--- src/rtl/ftx_pkg.sv ---
package ftx_pkg;

  typedef enum logic [2:0] {
    FS_IDLE   = 3'd0,
    FS_START  = 3'd1,
    FS_DATA   = 3'd2,
    FS_PARITY = 3'd3,
    FS_STOP   = 3'd4
  } ftx_state_e;

  // parity mode encodings
  localparam logic [1:0] PM_EVEN = 2'b01;
  localparam logic [1:0] PM_ODD  = 2'b10;

  // stop length encodings
  localparam logic [1:0] SL_ONE  = 2'b00;
  localparam logic [1:0] SL_HALF = 2'b01;

  function automatic logic ftx_has_parity(input logic [1:0] mode);
    return (mode == PM_EVEN) || (mode == PM_ODD);
  endfunction

  // parity bit that brings the ones-count of data plus parity to the wanted sense
  function automatic logic ftx_parity_bit(input logic [6:0] d, input logic [1:0] mode);
    logic ones_odd;
    ones_odd = ^d;
    return (mode == PM_ODD) ? ~ones_odd : ones_odd;
  endfunction

  // length of the stop period in ticks
  function automatic int ftx_stop_ticks(input logic [1:0] sel, input int os);
    case (sel)
      SL_ONE:  return os;
      SL_HALF: return os + os / 2;
      default: return 2 * os;
    endcase
  endfunction

endpackage

--- src/rtl/ftx_bit_timer.sv ---
module ftx_bit_timer #(
  parameter int CNT_W = 6
) (
  input  logic             clk,
  input  logic             rst_n,
  input  logic             tick,
  input  logic             clear,
  input  logic             run,
  input  logic [CNT_W-1:0] limit,
  output logic             bit_end
);

  logic [CNT_W-1:0] cnt;

  assign bit_end = run && tick && (cnt == limit - CNT_W'(1));

  always_ff @(posedge clk) begin
    if (!rst_n) begin
      cnt <= '0;
    end else if (clear || bit_end) begin
      cnt <= '0;
    end else if (run && tick) begin
      cnt <= cnt + CNT_W'(1);
    end
  end

  AST_HOLD_NO_TICK: assert property (@(posedge clk) disable iff (!rst_n)
    (!tick && !clear) |=> $stable(cnt));

  AST_CNT_IN_LIMIT: assert property (@(posedge clk) disable iff (!rst_n)
    run |-> (cnt < limit));

endmodule

--- src/rtl/ftx_sequencer.sv ---
module ftx_sequencer
  import ftx_pkg::*;
#(
  parameter int DATA_W     = 7,
  parameter int OVERSAMPLE = 16,
  parameter int CNT_W      = 6
) (
  input  logic              clk,
  input  logic              rst_n,
  input  logic              load,
  input  logic [DATA_W-1:0] data_in,
  input  logic [1:0]        par_mode,
  input  logic [1:0]        stop_sel,
  input  logic              bit_end,
  output logic              accept,
  output logic              busy,
  output logic [CNT_W-1:0]  limit,
  output logic              txd,
  output logic              frame_done
);

  localparam int IDX_W = (DATA_W > 1) ? $clog2(DATA_W) : 1;
  localparam logic [IDX_W-1:0] LAST_IDX = IDX_W'(DATA_W - 1);

  ftx_state_e        state;
  logic [DATA_W-1:0] shreg;
  logic [IDX_W-1:0]  idx;
  logic              par_q;
  logic              has_par_q;
  logic [CNT_W-1:0]  stop_len_q;

  assign busy       = (state != FS_IDLE);
  assign accept     = load && !busy;
  assign frame_done = bit_end && (state == FS_STOP);
  assign limit      = (state == FS_STOP) ? stop_len_q : CNT_W'(OVERSAMPLE);

  always_comb begin
    case (state)
      FS_START:  txd = 1'b0;
      FS_DATA:   txd = shreg[0];
      FS_PARITY: txd = par_q;
      default:   txd = 1'b1;
    endcase
  end

  always_ff @(posedge clk) begin
    if (!rst_n) begin
      state      <= FS_IDLE;
      shreg      <= '0;
      idx        <= '0;
      par_q      <= 1'b0;
      has_par_q  <= 1'b0;
      stop_len_q <= CNT_W'(OVERSAMPLE);
    end else if (accept) begin
      state      <= FS_START;
      shreg      <= data_in;
      idx        <= '0;
      par_q      <= ftx_parity_bit(7'(data_in), par_mode);
      has_par_q  <= ftx_has_parity(par_mode);
      stop_len_q <= CNT_W'(ftx_stop_ticks(stop_sel, OVERSAMPLE));
    end else if (bit_end) begin
      case (state)
        FS_START: begin
          state <= FS_DATA;
          idx   <= '0;
        end
        FS_DATA: begin
          if (idx == LAST_IDX) begin
            state <= has_par_q ? FS_PARITY : FS_STOP;
          end else begin
            idx   <= idx + IDX_W'(1);
            shreg <= shreg >> 1;
          end
        end
        FS_PARITY: state <= FS_STOP;
        default:   state <= FS_IDLE;
      endcase
    end
  end

  AST_IDLE_HIGH: assert property (@(posedge clk) disable iff (!rst_n)
    !busy |-> txd);

  AST_START_AFTER_LOAD: assert property (@(posedge clk) disable iff (!rst_n)
    accept |=> (!txd && busy));

  AST_LOAD_IGNORED_BUSY: assert property (@(posedge clk) disable iff (!rst_n)
    (busy && !frame_done) |=> ($stable(has_par_q) && $stable(par_q) && $stable(stop_len_q)));

  AST_DONE_TO_IDLE: assert property (@(posedge clk) disable iff (!rst_n)
    frame_done |=> !busy);

  AST_NO_RESTART_BUSY: assert property (@(posedge clk) disable iff (!rst_n)
    (busy && load && !bit_end) |=> $stable(state));

endmodule

--- src/rtl/async_frame_tx.sv ---
module async_frame_tx #(
  parameter int DATA_W     = 7,
  parameter int OVERSAMPLE = 16
) (
  input  logic              clk,
  input  logic              rst_n,
  input  logic              tick16,
  input  logic              load,
  input  logic [DATA_W-1:0] data_in,
  input  logic [1:0]        par_mode,
  input  logic [1:0]        stop_sel,
  output logic              txd,
  output logic              ready
);

  localparam int CNT_W = $clog2(2 * OVERSAMPLE + 1);

  logic             accept;
  logic             busy;
  logic             bit_end;
  logic             frame_done;
  logic [CNT_W-1:0] limit;

  ftx_sequencer #(
    .DATA_W    (DATA_W),
    .OVERSAMPLE(OVERSAMPLE),
    .CNT_W     (CNT_W)
  ) u_seq (
    .clk       (clk),
    .rst_n     (rst_n),
    .load      (load),
    .data_in   (data_in),
    .par_mode  (par_mode),
    .stop_sel  (stop_sel),
    .bit_end   (bit_end),
    .accept    (accept),
    .busy      (busy),
    .limit     (limit),
    .txd       (txd),
    .frame_done(frame_done)
  );

  ftx_bit_timer #(
    .CNT_W(CNT_W)
  ) u_timer (
    .clk    (clk),
    .rst_n  (rst_n),
    .tick   (tick16),
    .clear  (accept),
    .run    (busy),
    .limit  (limit),
    .bit_end(bit_end)
  );

  assign ready = !busy;

  AST_READY_FALL: assert property (@(posedge clk) disable iff (!rst_n)
    (ready && load) |=> !ready);

  AST_NO_TICK_HOLD_LINE: assert property (@(posedge clk) disable iff (!rst_n)
    (!tick16 && !(ready && load)) |=> ($stable(txd) && $stable(ready)));

endmodule

--- config.mk ---
export PLATFORM = sky130hd
export DESIGN_NAME = async_frame_tx
export DESIGN_NICKNAME = d
export VERILOG_FILES = /design/src/rtl/ftx_pkg.sv /design/src/rtl/ftx_bit_timer.sv /design/src/rtl/ftx_sequencer.sv /design/src/rtl/async_frame_tx.sv
export SDC_FILE = /design/constraint.sdc
export NUM_CORES = 1
export LEC_CHECK = 0
export BUFFER_PORTS_ARGS = -buffer_cell sky130_fd_sc_hd__buf_2
export CORE_MARGIN = 2
export CORE_UTILIZATION = 40
export CTS_CLUSTER_SIZE = 8
export DETAILED_ROUTE_END_ITERATION = 12
export HOLD_SLACK_MARGIN = 0.08
export MAX_ROUTING_LAYER = met4
export PLACE_DENSITY = 0.58
export SLEW_MARGIN = 30
export SYNTH_ARGS = -nofsm -noshare
export SYNTH_HDL_FRONTEND = slang
export SYNTH_SLANG_ARGS = --single-unit
--- constraint.sdc ---
create_clock -name clk -period 3.5 [get_ports clk]
set_input_delay 0.35 -clock clk [delete_from_list [all_inputs] [get_ports clk]]
set_output_delay 0.35 -clock clk [all_outputs]
set_load 0.005 [all_outputs]
Word-level counts from Yosys, hierarchy flattened. Index checks and enable logic that the tools add are counted.

Bits of input ports: 15. Word-level logic and storage cells: 59. Output and inout bits: 2. Bits in registers: 27.

Equality and inequality tests: 13. Bitwise operators: 2. Reduce and logical (&&, ||, !) cells: 18. $add $sub $neg: 3. Multiplexer cells: 15.

Operators by type and width (count): two-way mux 7 bit (4); one-hot mux 6 bit (2 select lines) (1); two-way mux 3 bit (3); one-hot mux 3 bit (3 select lines) (1); XOR reduction 7 bit (1); adder 6 x 1 -> 6 bit (second input constant) (1); equality test 3 x 2 -> 1 bit (second input constant) (2); equality test 3 bit (second input constant) (2); equality test 6 bit (1); two-way mux 6 bit (1); one-hot mux 3 bit (2 select lines) (1); AND reduction 3 bit (2); nonzero test 2 bit (3); subtractor 6 x 1 -> 6 bit (second input constant) (1); equality test 2 x 1 -> 1 bit (second input constant) (2); != test 2 x 1 -> 1 bit (second input constant) (2); AND reduction 2 bit (2); OR reduction 2 bit (2); adder 3 x 1 -> 3 bit (second input constant) (1); equality test 3 x 1 -> 1 bit (second input constant) (1); logical AND 1 bit (3); two-way mux 1 bit (3); != test 3 x 1 -> 1 bit (second input constant) (1); one-hot mux 1 bit (3 select lines) (1); 7 further kinds (9).

Depth between registers and ports, before layout. Gate-level depths: netlist of run 1.

Depth in word-level cells: 7. Mapped depth: 11. Gate-level depth less buffers: 9.

By module. From an unflattened synthesis of run 1, not the netlist that was laid out.

Cell total of the unflattened synthesis: 172. Area, all modules: 1463.9 um^2.

By module, submodules not included: ftx_sequencer (area each 1018.5 um^2, seq. area each 360.3 um^2, cells each 118, times used 1); ftx_bit_timer (area each 441.7 um^2, seq. area each 120.1 um^2, cells each 53, times used 1); async_frame_tx (area each 3.8 um^2, seq. area each 0.0 um^2, cells each 1, times used 1).

Worst setup path before layout of run 1. No wires, ideal clock.

Path kind: register to register. Start point: register u_seq.state[2]. End point: register u_seq.state[0]. Clock period less this slack: 2089 ps. Buffers on the path: 1. Data required time: 3426 ps. Stages on the path, launching flop included: 10. Arrival time: 2015 ps. Setup time: 74 ps. Slack: 1411 ps. Cells stage by stage: dfxtp_1 -> buf_4 -> and4bb_4 -> inv_1 -> ha_1 -> xnor2_1 -> nor3_1 -> nand3_2 -> or3_1 -> a31oi_1.

Cells in the longest elaborated chain, start to end: 7. Elaborated cells on any way between the ends: 18. Classes of those cells: add/sub (1); eq/ne (6); mux (4); reduce/logical (7).

Ends and longest elaborated chain: start: declaration (RTL line ftx_sequencer.sv:25) `ftx_state_e state;`; start signal: assignment (RTL line ftx_sequencer.sv:69) `state <= has_par_q ? FS_PARITY : FS_STOP;`; equality test 3 bit; two-way mux 6 bit (RTL line ftx_sequencer.sv:35) `assign limit = (state == FS_STOP) ? stop_len_q : CNT_W'(OVERSAMPLE);`; subtractor 6 x 1 -> 6 bit (RTL line ftx_bit_timer.sv:15) `assign bit_end = run && tick && (cnt == limit - CNT_W'(1));`; equality test 6 bit (RTL line ftx_bit_timer.sv:15); logical AND 1 bit (RTL line ftx_bit_timer.sv:15); nonzero test 2 bit (no source line); AND reduction 2 bit (no source line).

Parallel ways exist; a longest one is shown, timed or not. The select of a mux whose other input is x is not followed. A chain may end at the register's enable or synchronous reset.

Final worst setup path of run 1. Same ends and word-level chain as after synthesis.

==> results of run 1 <==
## metrics by stage
stage | hold WS, ns | area [um^2] | utilization, % | cells
floorplan | 0.432 | 1320 | - | 159
finish | 0.280 | 1440 | 46.8 | 215
CTS | 0.272 | 1440 | 46.8 | 215
global route | 0.262 | 1440 | 46.8 | 215
detailed placement | 0.475 | 1410 | 45.7 | 211
global placement | 0.452 | 1410 | 45.7 | 211
## power by group
part,internal (W),switching [W],total (W)
combinational,0.0000317,0.0000384,0.0000701
sequential,0.000286,0.00000920,0.000295
clock,0.0000636,0.0000856,0.000149
total,0.000381,0.000133,0.000514
## layer usage
metal | vias to the layer above | GRT usage (%) | part of all wire, %
met5 | - | - | 0
met4 | 0 | 6.08 | 2.2
met3 | 8 | 5.04 | 3.0
met2 | 21 | 27.2 | 46
met1 | 504 | 21.0 | 48
li1 | 574 | - | -
## worst max-delay path by stage
stage,from,to,slack [ns],depth (start not counted)
6_report,u_seq.state[2]$_SDFFE_PP0P_,u_seq.state[0]$_SDFFE_PN0P_,0.98,8
5_1_grt,u_seq.state[2]$_SDFFE_PP0P_,u_seq.state[0]$_SDFFE_PN0P_,0.83,8
4_1_cts,u_seq.state[2]$_SDFFE_PP0P_,u_seq.state[0]$_SDFFE_PN0P_,0.99,8
3_5_place_dp,u_seq.state[2]$_SDFFE_PP0P_,u_seq.state[0]$_SDFFE_PN0P_,1.02,8
3_3_place_gp,u_seq.state[2]$_SDFFE_PP0P_,u_seq.state[0]$_SDFFE_PN0P_,1.12,8
2_1_floorplan,u_seq.state[2]$_SDFFE_PP0P_,u_seq.state[0]$_SDFFE_PN0P_,1.41,9
## worst register-to-register path: stages, from the launching register on
cell and delay [ns]:
sky130_fd_sc_hd__dfxtp_1 0.55, sky130_fd_sc_hd__and4bb_4 0.32, sky130_fd_sc_hd__inv_1 0.05, sky130_fd_sc_hd__ha_1 0.29, sky130_fd_sc_hd__xnor2_1 0.13, sky130_fd_sc_hd__nor3_1 0.22
sky130_fd_sc_hd__nand3_2 0.30, sky130_fd_sc_hd__or3_1 0.45, sky130_fd_sc_hd__a31oi_1 0.16
## Yosys cell counts, types with 4 or more instances
cell | count | area, um^2
sky130_fd_sc_hd__dfxtp_1 | 24 | 480
sky130_fd_sc_hd__nor2_1 | 23 | 86.3
sky130_fd_sc_hd__nand2_1 | 16 | 60.1
sky130_fd_sc_hd__xnor2_1 | 11 | 96.3
sky130_fd_sc_hd__o21ai_0 | 9 | 45.0
sky130_fd_sc_hd__nor3_1 | 8 | 40.0
sky130_fd_sc_hd__a211oi_1 | 7 | 52.6
sky130_fd_sc_hd__a21oi_1 | 7 | 35.0
sky130_fd_sc_hd__inv_1 | 6 | 22.5
sky130_fd_sc_hd__ha_1 | 5 | 62.6
sky130_fd_sc_hd__xor2_1 | 4 | 35.0
## cells by family (layout without fill, tap and decap cells)
logic type | Yosys count | after routing | synth area share (%)
buffers and inverters | 14 | 26 | 5.14
muxes | 1 | 1 | 0.761
AOI/OAI and AO/OA | 34 | 34 | 16.8
adders and majority gates | 5 | 5 | 4.76
DFF | 24 | 24 | 36.5
and+or+nand+nor | 65 | 65 | 24.7
xor gates and xnor gates | 16 | 16 | 11.2
## state kept, by name (all words and copies together) (netlist names)
register	flops
u_seq.stop_len_q	3
u_timer.cnt	6
u_seq.idx	3
u_seq.shreg	7
u_seq.state	3
u_seq.par_q	1
u_seq.has_par_q	1
## area by class of cell
cell class                 instances  area (um^2)  area share (%)
clock buffer                       4         36.3            2.52
inverter                           6         22.5            1.56
multi-input combinational        121          767            53.2
sequential                        24          480            33.3
tap                               44         55.1            3.82
timing repair buffer              16         80.1            5.56
==> results_dict.tcl, run 1 <==
set metrics [dict create \
    outcome "finished, final reports clean" \
    drt-wirelength-per-cell_um 13.0 \
    crit_reg_reg_endpoint "u_seq.state[0]$_SDFFE_PN0P_" \
    cp_top_family "simple AND/OR/NAND/NOR gates" \
    first_pass_grt_wire_length_um 4680 \
    r2r_slack_ns 0.98 \
    fin_tns_setup_ns 0 \
    vdd_drop_max_v 0.000205 \
    vias_in_the_first_global_route 1069 \
    total_leakage_power_nw 0.524 \
    place.gp.congestion 0.802 \
    clock-root-buffer "sky130_fd_sc_hd__clkbuf_4" \
    dp.final_hpwl_um 2120 \
    worstSetupPathType "register to register" \
    top_level_ports 17 \
    routed-via-count 1107 \
    timing_worst_slew_pin_value_ns 0.649 \
    power_density_nw_per_um2 357 \
    ys_types 40 \
    mostFrequentLayoutCell "sky130_fd_sc_hd__dfxtp_1" \
    first_pass_iters 4 \
    overall_die_width_um 61.3 \
    start_util_pct 42.7 \
    worst_setup_path_start_kind "register" \
    timing.fmax_mhz 397 \
    initialDrtViolationCount 32 \
    drv_cap 0 \
    synthesis.nets 179 \
    htreeDepth 1 \
    end_kind "register" \
    area_delta_synth_final_pct 9.61 \
    p_total_w 0.000514 \
    fillerInstances 322 \
    via_per_inst 5.15 \
    worstSkewPairLatency_ns 0.32 \
    setup_ws_ns 0.981 \
    placement_rows 20 \
    floorplan_die_height_um 61.3 \
    grt_overflow 0 \
    cells_along_the_critical_path "and4bb_4, inv_1, ha_1, xnor2_1, nor3_1, nand3_2, or3_1, a31oi_1" \
    drc 0 \
    post_route_cells_drive_above_1_share_pct 15.2 \
    synth.avg_cell_area_um2 8.27 \
    detailedPlace.worstSlack_ns 1.02 \
    asyncSetResetFlopFracSynth_pct 0 \
    cts_hold_repair.buffers 0 \
    hold_path_end "u_seq.shreg[6]$_SDFFE_PN0P_" \
    mappedNetlistArea_um2 1320 \
    cts_tree "done" \
    grtUsageTotal_pct 17.2 \
    timing.critical_path.required_ns 3.76 \
    grt_antenna_before_repair 0 \
    most_used_cells_in_the_layout_excluding_fill_and_tap_cells "sky130_fd_sc_hd__dfxtp_1 (24), sky130_fd_sc_hd__nor2_1 (23), sky130_fd_sc_hd__nand2_1 (16), sky130_fd_sc_hd__buf_2 (16), sky130_fd_sc_hd__xnor2_1 (11)" \
    worst_hold_path_type "input port to register" \
    placement.io_buffers 16 \
    final.period_utilization_pct 72.0 \
    tritoncts.num_buffers 3 \
    timing.hold.worst.start "data_in[6]" \
    crit_slowest_cell "sky130_fd_sc_hd__dfxtp_1" \
    crit_path_max_incr_delay_ns 0.55 \
    post_cts_resized 0 \
    nNetsFinal 192 \
    hold_viol 0 \
    grt_setup_unrepaired "false" \
    top_flip_flop_cell_by_instance_count_after_synthesis "sky130_fd_sc_hd__dfxtp_1" \
    final_antenna_net_count 0 \
    ys_ff_latch 24 \
    core_area_um2 3080 \
    synth_edf_count 0 \
    design.die.area_um2 3760 \
    min_period_ns 2.52 \
    timing.rr.start "u_seq.state[2]$_SDFFE_PP0P_" \
    cts.repair_timing.setup_buffer_count 0 \
    insertedDiodeCount 0 \
    cp.buffers_inverters 1 \
    maxSlewHeadroom_pct 56.4 \
    ys_warn_count 0 \
    worstPathArrival_ns 2.78 \
    wl_um 2800 \
    maximum_net_fanout_on_the_critical_path 15 \
    clock_path_buffers 2 \
    timing.final.max_slew_violations 0 \
    tritoncts_num_sinks 24 \
    synth_sequential_area_ratio_pct 36.5 \
    clkSlewWorstSetupHoldPaths_ns 0.14 \
    finalSetupViolCount 0 \
    worst-r2r-cell-count 8 \
    synthesis.instances 159 \
    grt_start_max_net_pins 16 \
    hold_path_depth 3 \
    fin_worst_skew_ns 0.00647 \
]
(Power assumes the default switching activity.)
==> run 2: changes to the inputs <==
--- a/config.mk
+++ b/config.mk
@@ -12,7 +12,7 @@
 export DETAILED_ROUTE_END_ITERATION = 12
 export HOLD_SLACK_MARGIN = 0.08
 export MAX_ROUTING_LAYER = met4
-export PLACE_DENSITY = 0.58
+export PLACE_DENSITY = 0.6
 export SLEW_MARGIN = 30
 export SYNTH_ARGS = -nofsm -noshare
 export SYNTH_HDL_FRONTEND = slang
==> constraint.sdc (replaced) <==
create_clock -name clk -period 2.2 [get_ports clk]
set_input_delay 0.22 -clock clk [delete_from_list [all_inputs] [get_ports clk]]
set_output_delay 0.22 -clock clk [all_outputs]
set_load 0.005 [all_outputs]
==> run 2 against run 1 <==
  * Clock skew shrank 0.0030 ns
  * Clock-buffer cell count is the same
  * Setup slack lost 0.86 ns
  * Register-to-register slack lost 0.86 ns
  * Largest cell class unchanged
==> results_dict.tcl, run 2 (synthesis results as in run 1) <==
set metrics [dict create \
    worst_setup_path_start_kind "register" \
    placement_rows 20 \
    outcome "finished, final reports clean" \
    first_pass_iters 4 \
    power_density_nw_per_um2 520 \
    routed-via-count 1185 \
    grt_antenna_before_repair 0 \
    area_delta_synth_final_pct 20.6 \
    fin_worst_skew_ns 0.00343 \
    internal_power_w 0.000611 \
    numPlacedInstances 218 \
    wl_um 2990 \
    maximum_net_fanout_on_the_critical_path 6 \
    initialDrtViolationCount 35 \
    finalSetupViolCount 0 \
    design.die.area_um2 3760 \
    top_level_ports 17 \
    flip_flop_count_of_the_largest_register_all_copies_and_words_added 7 \
    grt_start_max_net_pins 14 \
    power.share.combinational_pct 14.7 \
    tritoncts_num_sinks 24 \
    core_area_um2 3080 \
    mostFrequentLayoutCell "sky130_fd_sc_hd__dfxtp_1" \
    timing_worst_slew_pin_value_ns 0.495 \
    fin_tns_setup_ns 0 \
    worstSkewPairLatency_ns 0.32 \
    grt_overflow 0 \
    htreeDepth 1 \
    timing.critical_path.required_ns 2.45 \
    cts_tree "done" \
    seq_pwr_share_pct 56.6 \
    grtUsageTotal_pct 18.7 \
    timing.fmax_mhz 480 \
    drv_cap 0 \
    crit_path_max_incr_delay_ns 0.38 \
    cp.buffers_inverters 1 \
    cp_top_family "simple AND/OR/NAND/NOR gates" \
    most_used_cells_in_the_layout_excluding_fill_and_tap_cells "sky130_fd_sc_hd__dfxtp_1 (23), sky130_fd_sc_hd__nor2_1 (21), sky130_fd_sc_hd__buf_2 (17)" \
    hold_viol 0 \
    met2_length_um 1490 \
    min_period_ns 2.08 \
    final.period_utilization_pct 94.6 \
    tritoncts.num_buffers 3 \
    vdd_drop_max_v 0.000309 \
    dp.final_hpwl_um 2250 \
    detailedPlace.worstSlack_ns 0.0482 \
    insertedDiodeCount 0 \
    first_pass_grt_wire_length_um 5090 \
    clkSlewWorstSetupHoldPaths_ns 0.13 \
    cells_along_the_critical_path "and4bb_4, inv_1, ha_4, xnor2_1, nor3_2, nand3_2, or3_1, a21oi_1" \
    floorplan_die_height_um 61.3 \
    crit_slowest_cell "sky130_fd_sc_hd__or3_1" \
    worst_hold_slack_ns 0.146 \
    maxSlewHeadroom_pct 66.9 \
    top_register "u_seq.shreg" \
    top_layer_used "met4" \
    overall_die_width_um 61.3 \
    power_frac_clock_pct 28.7 \
    clock-root-buffer "sky130_fd_sc_hd__clkbuf_4" \
    switching_share_pct 25.9 \
    place.gp.congestion 0.795 \
    wl_met1_um 1340 \
    worstPathArrival_ns 2.34 \
    registers_with_the_most_flip_flops "u_seq.shreg (7), u_timer.cnt (6)" \
    timing.final.max_slew_violations 0 \
    setup_ws_ns 0.118 \
    nNetsFinal 202 \
    fillerInstances 300 \
    vias_in_the_first_global_route 1135 \
    final_cell_count_no_fill 225 \
    end_kind "register" \
    start_util_pct 42.7 \
    drc 0 \
    worst_hold_path_type "input port to register" \
    worstSetupPathType "register to register" \
    via_per_inst 5.27 \
    post_route_cells_drive_above_1_share_pct 26.0 \
    final_antenna_net_count 0 \
    total_leakage_power_nw 0.580 \
    r2r_slack_ns 0.12 \
    net_load_switching_power_w 0.000214 \
    routed-wl-met3_um 114 \
    p_total_w 0.000825 \
    drt-wirelength-per-cell_um 13.3 \
    clock_path_buffers 2 \
    placement.io_buffers 16 \
]
==> run 2: per-layer routing <==
layer | global-route usage (%) | up-vias
li1 | - | 593
met1 | 22.6 | 555
met2 | 31.0 | 31
met3 | 3.78 | 6
met4 | 6.38 | 0
met5 | - | -
==> run 2: power by group through the flow <==
stage          Combinational, W  Sequential (W)  Clock [W]
3_5_place_dp           0.000121        0.000476          0
6_report               0.000121        0.000467   0.000237
5_1_grt                0.000136        0.000470   0.000259
4_1_cts                0.000121        0.000466   0.000242
2_1_floorplan         0.0000832        0.000472          0
3_3_place_gp           0.000116        0.000475          0
==> run 2: final cells by class <==
cell class                      instances  area (um^2)  share of cell area [%]
Inverter                                6         22.5                    1.42
Multi-Input combinational cell        121          827                    52.1
Timing Repair Buffer                   26          164                    10.3
Clock buffer                            4         36.3                    2.29
Sequential cell                        24          482                    30.4
Tap cell                               44         55.1                    3.47
==> run 2: repair_timing <==
action	in CTS	in global routing
setup endpoints to repair	0	19
gates resized for setup	0	16
setup buffers	0	2
hold buffers	0	0
==> run 2: through the flow <==
stage / utilization [%] / cell area (um^2)
2_1_floorplan: - / 1320
3_3_place_gp: 47.4 / 1460
3_5_place_dp: 47.4 / 1460
4_1_cts: 48.5 / 1490
5_1_grt: 51.5 / 1590
6_report: 51.5 / 1590
==> run 2: path summary, 6_finish.rpt <==
kind,startpoint,end,cells past startpoint
worst max-delay path,u_seq.state[1]$_SDFFE_PP0P_,u_seq.state[2]$_SDFFE_PP0P_,8
worst max register to register,u_seq.state[1]$_SDFFE_PP0P_,u_seq.state[2]$_SDFFE_PP0P_,8
worst min-delay path,rst_n,u_seq.stop_len_q[4]$_SDFFE_PN1P_,2
worst min register to register,u_seq.stop_len_q[5]$_SDFFE_PN0P_,u_seq.stop_len_q[5]$_SDFFE_PN0P_,2
==> run 3: changes to the inputs <==
--- a/config.mk
+++ b/config.mk
@@ -5,6 +5,7 @@
 export SDC_FILE = /design/constraint.sdc
 export NUM_CORES = 1
 export LEC_CHECK = 0
+export ABC_AREA = 1
 export BUFFER_PORTS_ARGS = -buffer_cell sky130_fd_sc_hd__buf_2
 export CORE_MARGIN = 2
 export CORE_UTILIZATION = 40
==> run 3 against run 2 <==
  * Sequential power is 1% lower
  * Synthesized area is 7.6% higher
  * Design area is 0.87% higher
  * Register-to-register slack better by 0.09 ns
  * Clock power is 2% higher
  * Critical path depth is 4 higher
  * Sequential share of layout area is 0.26 points lower
  * Maximum frequency is 4.5% higher
  * Global-route usage is 1.9 points lower
  * Non-clock buffer count is 7 lower
  * Wire length is 4.7% lower
==> results_dict.tcl, run 3 <==
set metrics [dict create \
    outcome "finished, final reports clean" \
    place.gp.congestion 0.836 \
    timing.fmax_mhz 502 \
    worst_setup_path_start_kind "register" \
    registers_with_the_most_flip_flops "u_seq.shreg (7), u_timer.cnt (6)" \
    grt_overflow 0 \
    top_register "u_seq.shreg" \
    grt_start_max_net_pins 16 \
    via_per_inst 4.71 \
    multiInputGateArea_um2 836 \
    final_core_util_pct 47.6 \
    dp.final_hpwl_um 2200 \
    first_pass_iters 4 \
    ys_warn_count 0 \
    setup_ws_ns 0.207 \
    mappedNetlistArea_um2 1420 \
    top_level_ports 17 \
    fin_worst_skew_ns 0.00469 \
    first_pass_grt_wire_length_um 5320 \
    drt-wirelength-per-cell_um 10.7 \
    critical-path-top-cell-by-count "sky130_fd_sc_hd__nand2_1" \
    timing.critical_path.required_ns 2.46 \
    switching_share_pct 26.7 \
    post_synth_most_frequent_cells "sky130_fd_sc_hd__nand2_1 (61), sky130_fd_sc_hd__dfxtp_1 (24), sky130_fd_sc_hd__inv_1 (18), sky130_fd_sc_hd__a21oi_1 (16), sky130_fd_sc_hd__nor2_1 (15)" \
    clock-root-buffer "sky130_fd_sc_hd__clkbuf_4" \
    synth_edf_count 0 \
    final-seq-area_um2 482 \
    placement.io_buffers 16 \
    top_flip_flop_cell_by_instance_count_after_synthesis "sky130_fd_sc_hd__dfxtp_1" \
    grt_antenna_before_repair 0 \
    insertedDiodeCount 0 \
    cts_tree "done" \
    worstSkewPairLatency_ns 0.32 \
    timing_worst_slew_pin_value_ns 0.306 \
    cts_hold_repair.buffers 0 \
    mostFrequentLayoutCell "sky130_fd_sc_hd__nand2_1" \
    fin_tns_setup_ns 0 \
    wl_um 2840 \
    routed-via-count 1258 \
    drc 0 \
    area_delta_synth_final_pct 13.1 \
    placement_rows 21 \
    vias_in_the_first_global_route 1253 \
    internal_power_w 0.000605 \
    fillerInstances 385 \
    clock_path_buffers 2 \
    power.share.combinational_pct 15.0 \
    grtUsageTotal_pct 16.8 \
    worstSetupPathType "register to register" \
    synthMostInstantiatedCell "sky130_fd_sc_hd__nand2_1" \
    flip_flop_count_of_the_largest_register_all_copies_and_words_added 7 \
    synthesis.instances 201 \
    crit_slowest_cell "sky130_fd_sc_hd__dfxtp_1" \
    post_route_cells_drive_above_1_share_pct 19.9 \
    finalSetupViolCount 0 \
    end_kind "register" \
    ys_ff_latch 24 \
    asyncSetResetFlopFracSynth_pct 0 \
    maximum_net_fanout_on_the_critical_path 8 \
    ys_types 29 \
    worst_hold_path_type "input port to register" \
    core_area_um2 3360 \
    vdd_drop_max_v 0.000223 \
    p_total_w 0.000826 \
    synth.avg_cell_area_um2 7.04 \
    worstPathArrival_ns 2.25 \
    timing.final.max_slew_violations 0 \
    final_antenna_net_count 0 \
    min_period_ns 1.99 \
    power_density_nw_per_um2 516 \
    clkSlewWorstSetupHoldPaths_ns 0.14 \
    total_leakage_power_nw 0.715 \
    floorplan_die_height_um 63.5 \
    hold_viol 0 \
    netlist_top_cells_area "sky130_fd_sc_hd__dfxtp_1 (34%), sky130_fd_sc_hd__nand2_1 (16%), sky130_fd_sc_hd__a21oi_1 (5.7%)" \
    crit_path_max_incr_delay_ns 0.48 \
    post-synth-top-area-fraction_pct 34.0 \
    most_used_cells_in_the_layout_excluding_fill_and_tap_cells "sky130_fd_sc_hd__nand2_1 (61), sky130_fd_sc_hd__dfxtp_1 (23), sky130_fd_sc_hd__inv_1 (18)" \
    tritoncts_num_sinks 24 \
    final.period_utilization_pct 90.6 \
    design.die.area_um2 4030 \
    detailedPlace.worstSlack_ns 0.194 \
    seq_pwr_share_pct 55.9 \
    net_load_switching_power_w 0.000221 \
    drv_cap 0 \
    nNetsFinal 242 \
    synthesis.nets 221 \
    synth_sequential_area_ratio_pct 34.0 \
    start_util_pct 42.1 \
    initialDrtViolationCount 73 \
    post-synth-top-area-cell "sky130_fd_sc_hd__dfxtp_1" \
    cells_along_the_critical_path "inv_1, nand2_1, nor3_1, ha_1, nor2_1, nor2_1, nand2_1, nor2_8, nand4_4, nand2_4, nand2_1, a21oi_1" \
    maxSlewHeadroom_pct 79.5 \
    htreeDepth 1 \
    power_frac_clock_pct 29.1 \
    tritoncts.num_buffers 3 \
    overall_die_width_um 63.5 \
]
[run 3: changes by cell type after synthesis, moves of 3 or more]
cell and change:
sky130_fd_sc_hd__xor2_1 -3, sky130_fd_sc_hd__a211oi_1 -7, sky130_fd_sc_hd__nor2_2 +3, sky130_fd_sc_hd__nor2_1 -8
sky130_fd_sc_hd__o21ai_0 -4, sky130_fd_sc_hd__nand2_1 +45, sky130_fd_sc_hd__inv_2 +4, sky130_fd_sc_hd__a21oi_1 +9
sky130_fd_sc_hd__nor3_1 -6, sky130_fd_sc_hd__nand3_1 +10, sky130_fd_sc_hd__nand2_2 +6, sky130_fd_sc_hd__inv_1 +12
[run 3: per-layer routing]
layer	global-route usage, %	routed length [um]	vias to the layer above
met1	20.9	1440	558
li1	-	-	682
met5	-	0	-
met2	27.6	1310	14
met3	2.68	62	4
met4	5.71	36	0
[run 3: cell families after synthesis]
family | synth area share (%)
adder cells (fa/ha/maj) | 4.42
XOR/XNOR | 6.19
AND/OR/NAND/NOR | 38.5
AO/OA/AOI/OAI | 9.64
flip-flops | 34.0
buffers and inverters | 7.34
[run 3: worst paths after layout]
kind,cells after the start,slack (ns),start,endpoint
max,12,0.21,u_seq.state[1]$_SDFFE_PP0P_,u_seq.shreg[0]$_SDFFE_PN0P_
min,3,0.15,data_in[6],u_seq.shreg[6]$_SDFFE_PN0P_
max reg2reg,12,0.21,u_seq.state[1]$_SDFFE_PP0P_,u_seq.shreg[0]$_SDFFE_PN0P_
min reg2reg,2,0.46,u_seq.stop_len_q[4]$_SDFFE_PN1P_,u_seq.stop_len_q[4]$_SDFFE_PN1P_
[run 3: power groups by stage]
stage	clock, W	combinational, W	sequential, W
floorplan	0	0.0000881	0.000468
global placement	0	0.000125	0.000470
detailed placement	0	0.000125	0.000470
CTS	0.000246	0.000125	0.000461
global route	0.000267	0.000144	0.000464
finish	0.000241	0.000124	0.000462
[run 3: area by class of cell]
type / instances / share of cell area (%)
repair buffers: 19 / 6.41
well taps: 46 / 3.60
multi-input cells: 151 / 52.2
clock buffers: 4 / 2.27
inverters: 23 / 5.39
flip-flops and latches: 24 / 30.1
[run 3: through the flow]
stage | hold slack, ns | cells | instance area [um^2]
3_3_place_gp | 0.441 | 263 | 1560
6_report | 0.149 | 267 | 1600
5_1_grt | 0.138 | 267 | 1600
3_5_place_dp | 0.443 | 263 | 1560
4_1_cts | 0.141 | 267 | 1590
2_1_floorplan | 0.358 | 201 | 1420
[run 3: critical path, delay by kind of cell (launching register included)]
kind	cells	cell delay, ns
and+or+nand+nor	9	0.95
DFF	1	0.48
adders and majority gates	1	0.29
AOI/OAI and AO/OA	1	0.11
buffers and inverters	1	0.09
[run 3: timing repair]
item | CTS | global route
buffers inserted | 0 | 0
resized for setup | 0 | 2
setup endpoints to repair | 0 | 11
